--- src/rtl/bank_alloc_pkg.sv ---
package bank_alloc_pkg;

    // Controller states for the sticky allocation-error tracker
    typedef enum logic {
        ST_RUN   = 1'b0,
        ST_FAULT = 1'b1
    } alloc_state_e;

endpackage

--- src/rtl/bank_pick.sv ---
// Lowest-index selector over a free-bank vector.
module bank_pick #(
    parameter int K  = 8,
    parameter int BW = 3
) (
    input  logic [K-1:0]  free_banks,
    output logic          found,
    output logic [BW-1:0] bank
);

    always_comb begin
        found = 1'b0;
        bank  = '0;
        // scan downward so that the lowest free index is written last
        for (int b = K - 1; b >= 0; b--) begin
            if (free_banks[b]) begin
                found = 1'b1;
                bank  = BW'(b);
            end
        end
    end

endmodule

--- src/rtl/bank_alloc_stage.sv ---
// One lane of the allocation chain: departure slot, window check, bank choice.
module bank_alloc_stage #(
    parameter int N   = 3,
    parameter int W   = 16,
    parameter int K   = 8,
    parameter int PW  = 2,
    parameter int BW  = 3,
    parameter int OW  = 5,
    parameter int WIW = 4,
    parameter int TW  = 16
) (
    input  logic            cell_v,
    input  logic [PW-1:0]   cell_o,
    input  logic [WIW-1:0]  idx,
    input  logic [TW-1:0]   slot,
    input  logic [N*OW-1:0] pend_in,
    input  logic [W*K-1:0]  amask_in,
    input  logic [K-1:0]    used_in,
    output logic [N*OW-1:0] pend_out,
    output logic [W*K-1:0]  amask_out,
    output logic [K-1:0]    used_out,
    output logic            grant,
    output logic            stall,
    output logic            fail,
    output logic [BW-1:0]   bank,
    output logic [TW-1:0]   dep_slot,
    output logic [WIW-1:0]  dep_idx
);

    logic          in_range;
    logic [OW-1:0] backlog;
    logic [OW-1:0] off;
    logic          too_far;
    logic [K-1:0]  excl;
    logic          found;
    int            sum;

    always_comb begin
        in_range = cell_v && (int'(cell_o) < N);
        backlog  = '0;
        for (int o = 0; o < N; o++) begin
            if (int'(cell_o) == o) backlog = pend_in[o*OW +: OW];
        end
        off     = backlog + 1'b1;
        too_far = int'(off) >= W;
        sum     = int'(idx) + int'(off);
        if (sum >= W) sum = sum - W;
        dep_idx  = WIW'(sum);
        dep_slot = slot + TW'(off);
        excl     = used_in | amask_in[int'(dep_idx)*K +: K];
    end

    bank_pick #(.K(K), .BW(BW)) u_pick (
        .free_banks (~excl),
        .found      (found),
        .bank       (bank)
    );

    always_comb begin
        grant = in_range && !too_far && found;
        stall = in_range && too_far;
        fail  = in_range && !too_far && !found;

        pend_out  = pend_in;
        amask_out = amask_in;
        used_out  = used_in;
        if (grant) begin
            for (int o = 0; o < N; o++) begin
                if (int'(cell_o) == o) pend_out[o*OW +: OW] = off;
            end
            amask_out[int'(dep_idx)*K + int'(bank)] = 1'b1;
            used_out[bank] = 1'b1;
        end
    end

endmodule

--- src/rtl/bank_alloc_top.sv ---
module bank_alloc_top
    import bank_alloc_pkg::*;
#(
    parameter int N  = 3,
    parameter int W  = 16,
    parameter int TW = 16
) (
    input  logic                         clk,
    input  logic                         rst_n,
    input  logic [N-1:0]                 arr_valid,
    input  logic [N*((N>1)?$clog2(N):1)-1:0] arr_out,
    output logic [N-1:0]                 grant_valid,
    output logic [N*$clog2(3*N-1)-1:0]   grant_bank,
    output logic [N*TW-1:0]              grant_slot,
    output logic [N-1:0]                 arr_stall,
    output logic [N-1:0]                 rd_valid,
    output logic [N*$clog2(3*N-1)-1:0]   rd_bank,
    output logic [TW-1:0]                cur_slot,
    output logic                         alloc_err
);

    localparam int K   = 3 * N - 1;
    localparam int PW  = (N > 1) ? $clog2(N) : 1;
    localparam int BW  = $clog2(K);
    localparam int WIW = $clog2(W);
    localparam int OW  = $clog2(W) + 1;

    // ---------------- state ----------------
    logic [TW-1:0]   slot_q;
    logic [WIW-1:0]  idx_q;
    logic [N*OW-1:0] pend_q;
    logic [K-1:0]    cal_mask [W];
    logic [N-1:0]    cal_v    [W];
    logic [BW-1:0]   cal_b    [W][N];
    alloc_state_e    state_q, state_d;

    // ---------------- allocation chain ----------------
    logic [N*OW-1:0] pend_c  [N+1];
    logic [W*K-1:0]  amask_c [N+1];
    logic [K-1:0]    used_c  [N+1];
    logic [W*K-1:0]  amask_init;
    logic [K-1:0]    read_mask;

    logic [N-1:0]    g, st, f;
    logic [BW-1:0]   bk [N];
    logic [TW-1:0]   ds [N];
    logic [WIW-1:0]  di [N];
    logic [PW-1:0]   lane_o [N];

    always_comb begin
        for (int e = 0; e < W; e++) amask_init[e*K +: K] = cal_mask[e];
        read_mask = cal_mask[idx_q];
    end

    assign pend_c[0]  = pend_q;
    assign amask_c[0] = amask_init;
    assign used_c[0]  = read_mask;

    genvar i;
    generate
        for (i = 0; i < N; i++) begin : g_lane
            assign lane_o[i] = arr_out[i*PW +: PW];

            bank_alloc_stage #(
                .N(N), .W(W), .K(K), .PW(PW), .BW(BW),
                .OW(OW), .WIW(WIW), .TW(TW)
            ) u_stage (
                .cell_v    (arr_valid[i]),
                .cell_o    (lane_o[i]),
                .idx       (idx_q),
                .slot      (slot_q),
                .pend_in   (pend_c[i]),
                .amask_in  (amask_c[i]),
                .used_in   (used_c[i]),
                .pend_out  (pend_c[i+1]),
                .amask_out (amask_c[i+1]),
                .used_out  (used_c[i+1]),
                .grant     (g[i]),
                .stall     (st[i]),
                .fail      (f[i]),
                .bank      (bk[i]),
                .dep_slot  (ds[i]),
                .dep_idx   (di[i])
            );

            assign grant_valid[i]             = g[i];
            assign arr_stall[i]               = st[i];
            assign grant_bank[i*BW +: BW]     = bk[i];
            assign grant_slot[i*TW +: TW]     = ds[i];

            AST_DEP_BANK_FREE: assert property (@(posedge clk) disable iff (!rst_n)
                g[i] |-> !cal_mask[di[i]][bk[i]]);
            AST_DEP_WINDOW: assert property (@(posedge clk) disable iff (!rst_n)
                g[i] |-> ((ds[i] - slot_q) != '0) && (int'(TW'(ds[i] - slot_q)) < W));
            AST_ONE_OUTCOME: assert property (@(posedge clk) disable iff (!rst_n)
                $onehot0({g[i], st[i], f[i]}));
        end
    endgenerate

    // ---------------- calendar, backlog, slot registers ----------------
    always_ff @(posedge clk or negedge rst_n) begin
        if (!rst_n) begin
            slot_q <= '0;
            idx_q  <= '0;
            pend_q <= '0;
            for (int e = 0; e < W; e++) begin
                cal_mask[e] <= '0;
                cal_v[e]    <= '0;
                for (int o = 0; o < N; o++) cal_b[e][o] <= '0;
            end
        end else begin
            slot_q <= slot_q + 1'b1;
            idx_q  <= (idx_q == WIW'(W - 1)) ? '0 : idx_q + 1'b1;
            for (int o = 0; o < N; o++) begin
                pend_q[o*OW +: OW] <= (pend_c[N][o*OW +: OW] == '0) ? '0
                                      : pend_c[N][o*OW +: OW] - 1'b1;
            end
            for (int e = 0; e < W; e++) cal_mask[e] <= amask_c[N][e*K +: K];
            // the current entry has been read this slot: retire it
            cal_mask[idx_q] <= '0;
            cal_v[idx_q]    <= '0;
            for (int l = 0; l < N; l++) begin
                if (g[l]) begin
                    cal_v[di[l]][lane_o[l]] <= 1'b1;
                    cal_b[di[l]][lane_o[l]] <= bk[l];
                end
            end
        end
    end

    // ---------------- read commands ----------------
    always_comb begin
        for (int o = 0; o < N; o++) begin
            rd_valid[o]           = cal_v[idx_q][o];
            rd_bank[o*BW +: BW]   = cal_b[idx_q][o];
        end
    end

    assign cur_slot = slot_q;

    // ---------------- error controller ----------------
    always_comb begin
        state_d = state_q;
        unique case (state_q)
            ST_RUN:   if (|f) state_d = ST_FAULT;
            ST_FAULT: state_d = ST_FAULT;
        endcase
    end

    always_ff @(posedge clk or negedge rst_n) begin
        if (!rst_n) state_q <= ST_RUN;
        else        state_q <= state_d;
    end

    always_comb begin
        alloc_err = (state_q == ST_FAULT);
    end

    // ---------------- port-level checks ----------------
    logic         bank_clash;
    logic [K-1:0] seen;

    always_comb begin
        bank_clash = 1'b0;
        seen       = '0;
        for (int o = 0; o < N; o++) begin
            if (rd_valid[o]) begin
                if (seen[rd_bank[o*BW +: BW]]) bank_clash = 1'b1;
                seen[rd_bank[o*BW +: BW]] = 1'b1;
            end
        end
        for (int l = 0; l < N; l++) begin
            if (grant_valid[l]) begin
                if (seen[grant_bank[l*BW +: BW]]) bank_clash = 1'b1;
                seen[grant_bank[l*BW +: BW]] = 1'b1;
            end
        end
    end

    AST_NO_BANK_CLASH: assert property (@(posedge clk) disable iff (!rst_n)
        !bank_clash);
    AST_NO_ALLOC_FAIL: assert property (@(posedge clk) disable iff (!rst_n)
        !(|f));
    AST_ERR_STICKY: assert property (@(posedge clk) disable iff (!rst_n)
        alloc_err |=> alloc_err);

endmodule

--- config.mk ---
export PLATFORM = sky130hd
export DESIGN_NAME = bank_alloc_top
export DESIGN_NICKNAME = d
export VERILOG_FILES = /design/src/rtl/bank_alloc_pkg.sv /design/src/rtl/bank_pick.sv /design/src/rtl/bank_alloc_stage.sv /design/src/rtl/bank_alloc_top.sv
export SDC_FILE = /design/constraint.sdc
export NUM_CORES = 2
export LEC_CHECK = 0
export BUFFER_PORTS_ARGS = -buffer_cell sky130_fd_sc_hd__buf_2
export CAP_MARGIN = 30
export CELL_PAD_IN_SITES_DETAIL_PLACEMENT = 1
export CELL_PAD_IN_SITES_GLOBAL_PLACEMENT = 2
export CORE_AREA = 2 2 265 267
export CTS_CLUSTER_DIAMETER = 200
export DETAILED_ROUTE_END_ITERATION = 6
export DIE_AREA = 0 0 267 269
export PLACE_DENSITY = 0.92
export SYNTH_ARGS = -nofsm -noshare
export SYNTH_HDL_FRONTEND = slang
export SYNTH_SLANG_ARGS = --single-unit
export TNS_END_PERCENT = 30
--- constraint.sdc ---
create_clock -name clk -period 22.5 [get_ports clk]
set_clock_uncertainty 0.2 [all_clocks]
set_input_delay 1.125 -clock clk [delete_from_list [all_inputs] [get_ports clk]]
set_output_delay 1.125 -clock clk [all_outputs]
set_load 0.03 [all_outputs]
==> out/metrics.cfg <==
[sta]
worst_hold_slack_ns=0.311
fin_crit_ns=19.73
fin_crit_sh_pct=87.7
fin_setup_tns_ns=0
max_slew_margin_pct=21.5
timing_max_transition_violations_final=0
worst_slew_pin_slew_ns=1.18
report.final.hold_viol_count=0
setup_violations=0
rsz0062_at_grt=false
max_clock_freq_ghz=0.0507

[global_route]
grtUsageTotal_pct=49.7
grt_first_pass_wirelength_um=252000
antenna_found_initial=11
grt_max_degree=96
grt-ovfl-total=0
grt_pass1_vias=32800

[synth]
synth_commonest_cells=nand2_1 (467), a21oi_1 (459), nor2_1 (402), dfrtp_1 (356), mux2i_1 (210)
synth-simple-area-share_pct=19.6
synth.distinct_cells=112
synth_fp_nets=3578
synthMuxAreaShare_pct=18.2
yosys-top-cells-area=dfrtp_1 (30%), mux4_2 (10%), a21oi_1 (7.8%)
synthCells=3528
syn_avg_cell_area_sq_um=8.36
synthAdderAreaFrac_pct=1.81
synth_top_family_by_area=compound AO/OA/AOI/OAI gates
yosys_register_bits=356
synthXorXnorAreaFrac_pct=2.93
synth_compound_area_share_pct=22.8
synth_enable_flop_cells=0
async_flop_share_pct=100
yosysSeqAreaShare_pct=30.2
yosysTopAreaCell=dfrtp_1
synth_top_area_share_pct=30.2
synth_area_sq_um=29500
synth_ff_type=dfrtp_1
yosysMostFrequentCell=nand2_1
yosys_warnings=0

[power]
p_per_area_nw_per_um2=200
p_sw_share_pct=62.6
pwr-share-clk_pct=12.0
internal_power_mw=2.50
p_leak_nw=14.8
p_sw_mw=4.18
ir_drop_v=0.000203
p_comb_share_pct=73.2
seq_power_share_pct=14.8

[route]
drtAntennaViolNets=0
postRouteWirelength_um=181000
drt_iter0_markers=4919
drt-pass1-iter-count=6
route.detailed.drc=0
post_drt_wl_per_cell_um=39.9
dr_total_vias=33700
avgViaCountPerCell=7.40

[setup_path]
cp_slowest_stage_delay_ns=1.10
cp-start-kind=input pin
critPathMaxFanout=29
required_ns=21.17
critPathCaptureType=primary output
crit_arrival_ns=18.41
slowest_stage=fa_2
critPathKind=input pin to primary output

[clock_tree]
cts-hold-fix-buffers=0
cts-htree-levels=2
clock_latency_ns=0.64
cts_tree=built
ctsResizeCount=0
clkTransAtPathRegs_ns=0.06
cts.path.max_buffers=3
cts_root_buf=clkbuf_16
cts_buffers=46
post_cts_buffers=0
cts.sinks=356

[hold_path]
worst_hold_path_type=flop to flop

[floorplan]
initial_utilization_pct=42.5
core_area_sq_um=69300
die_h_um=269
die_w_um=267
rows=97
io_pins=103
die_area_sq_um=71800

[outcome]
status=finished clean

[placed_design]
dp_hpwl_um=130000
io_buffers=102
gp_congestion=1.10

[layout]
layout.nets=3608
drive_gt1_share_pct=17.2
area_growth_syn_to_layout_pct=13.4

[flow_run]
cap_violations=0

-- worst paths after layout --
check | start | endpoint | slack (ns) | depth (start not counted)
max | arr_out[0] | grant_valid[2] | 2.77 | 52
min | cal_v[39]$_DFF_PN0_ | cal_v[39]$_DFF_PN0_ | 0.31 | 2
max reg2reg | idx_q[0]$_DFF_PN0_ | pend_q[13]$_DFF_PN0_ | 3.58 | 51
min reg2reg | cal_v[39]$_DFF_PN0_ | cal_v[39]$_DFF_PN0_ | 0.31 | 2
max in group asynchronous | rst_n | pend_q[6]$_DFF_PN0_ | 19.60 | 4
min in group asynchronous | rst_n | cal_b[15]$_DFF_PN0_ | 0.33 | 1
-- sequential cells by signal, summed over array words and instances, names as in the netlist --
name,count
amask_c,128
cal_b,144
idx_q,4
cur_slot,16
pend_q,15
alloc_err,1
cal_v,48
-- layout make-up --
type	count	area (sq um)
Tap cell	940	1180
Clock buffer	67	1380
Clock inverter	18	219
Inverter	38	145
Multi-Input combinational cell	2852	19700
Fill cell	8126	35900
Sequential cell	356	8920
Timing Repair Buffer	264	1900
Antenna cell	14	35.0
-- power groups by stage --
stage / sequential [mW] / clock (mW) / combinational (mW)
floorplan: 0.916 / 0 / 2.59
global placement: 0.979 / 0 / 4.54
detailed placement: 0.988 / 0 / 4.58
CTS: 0.978 / 0.801 / 4.61
global route: 0.997 / 0.823 / 4.90
finish: 0.987 / 0.803 / 4.89
-- logic make-up after synthesis --
kind of cell               Yosys count
xor gates and xnor gates            92
and+or+nand+nor                   1298
DFF                                356
adders and majority gates           39
buffers and inverters              320
muxes                              362
AOI/OAI and AO/OA                 1061
-- critical path: cells and delay by family --
family                     cells  cell delay, ns
AOI/OAI and AO/OA             18            5.33
xor gates and xnor gates       4            1.22
muxes                          2            1.04
adders and majority gates      6            3.40
buffers and inverters          8            1.84
and+or+nand+nor               14            4.36
-- layout by cell type (no fill, tap or decap), drive strengths merged, types with 10 or more instances in the layout --
cell | netlist | final
buf | 89 | 263
o22ai | 13 | 13
mux2 | 15 | 15
a311oi | 22 | 22
diode | 0 | 14
and2 | 46 | 46
xor2 | 39 | 39
ha | 33 | 33
nand4 | 22 | 22
a31oi | 84 | 84
a21oi | 462 | 462
o21ai | 150 | 150
a221oi | 57 | 57
a211oi | 58 | 58
dfrtp | 356 | 356
o31ai | 18 | 18
nand2 | 470 | 470
nor3 | 72 | 72
nand3 | 170 | 170
nor2 | 404 | 404
and3 | 24 | 24
mux2i | 211 | 211
mux4 | 136 | 136
nand2b | 16 | 16
inv | 37 | 39
clkinv | 1 | 11
clkbuf | 193 | 68
o211ai | 45 | 45
xnor2 | 49 | 49
or2 | 10 | 10
a21o | 30 | 30
nor4 | 15 | 15
a21boi | 14 | 14
a2111oi | 10 | 10
nor2b | 15 | 15
-- per-stage QoR --
stage               worst slack (ns)  total power [mW]  instances  util (%)  cell area (sq um)
detailed placement              3.28              5.57       4442      45.7              31700
floorplan                       7.23              3.50       3528         -              29500
global placement                3.47              5.52       4432      45.5              31500
CTS                             3.36              6.38       4527      48.0              33300
finish                          2.77              6.68       4549      48.2              33400
global route                    2.02              6.72       4537      48.2              33400
-- metal layers --
metal	share of wire (%)	wire length [um]	global-route usage, %	up-vias
met5	0.014	26	0	-
met4	8.9	16200	38.1	4
met3	13	24400	19.5	841
met2	41	74400	69.6	2733
met1	37	66300	61.4	16900
li1	-	-	-	13200
Power figures use the tool's default switching activity.
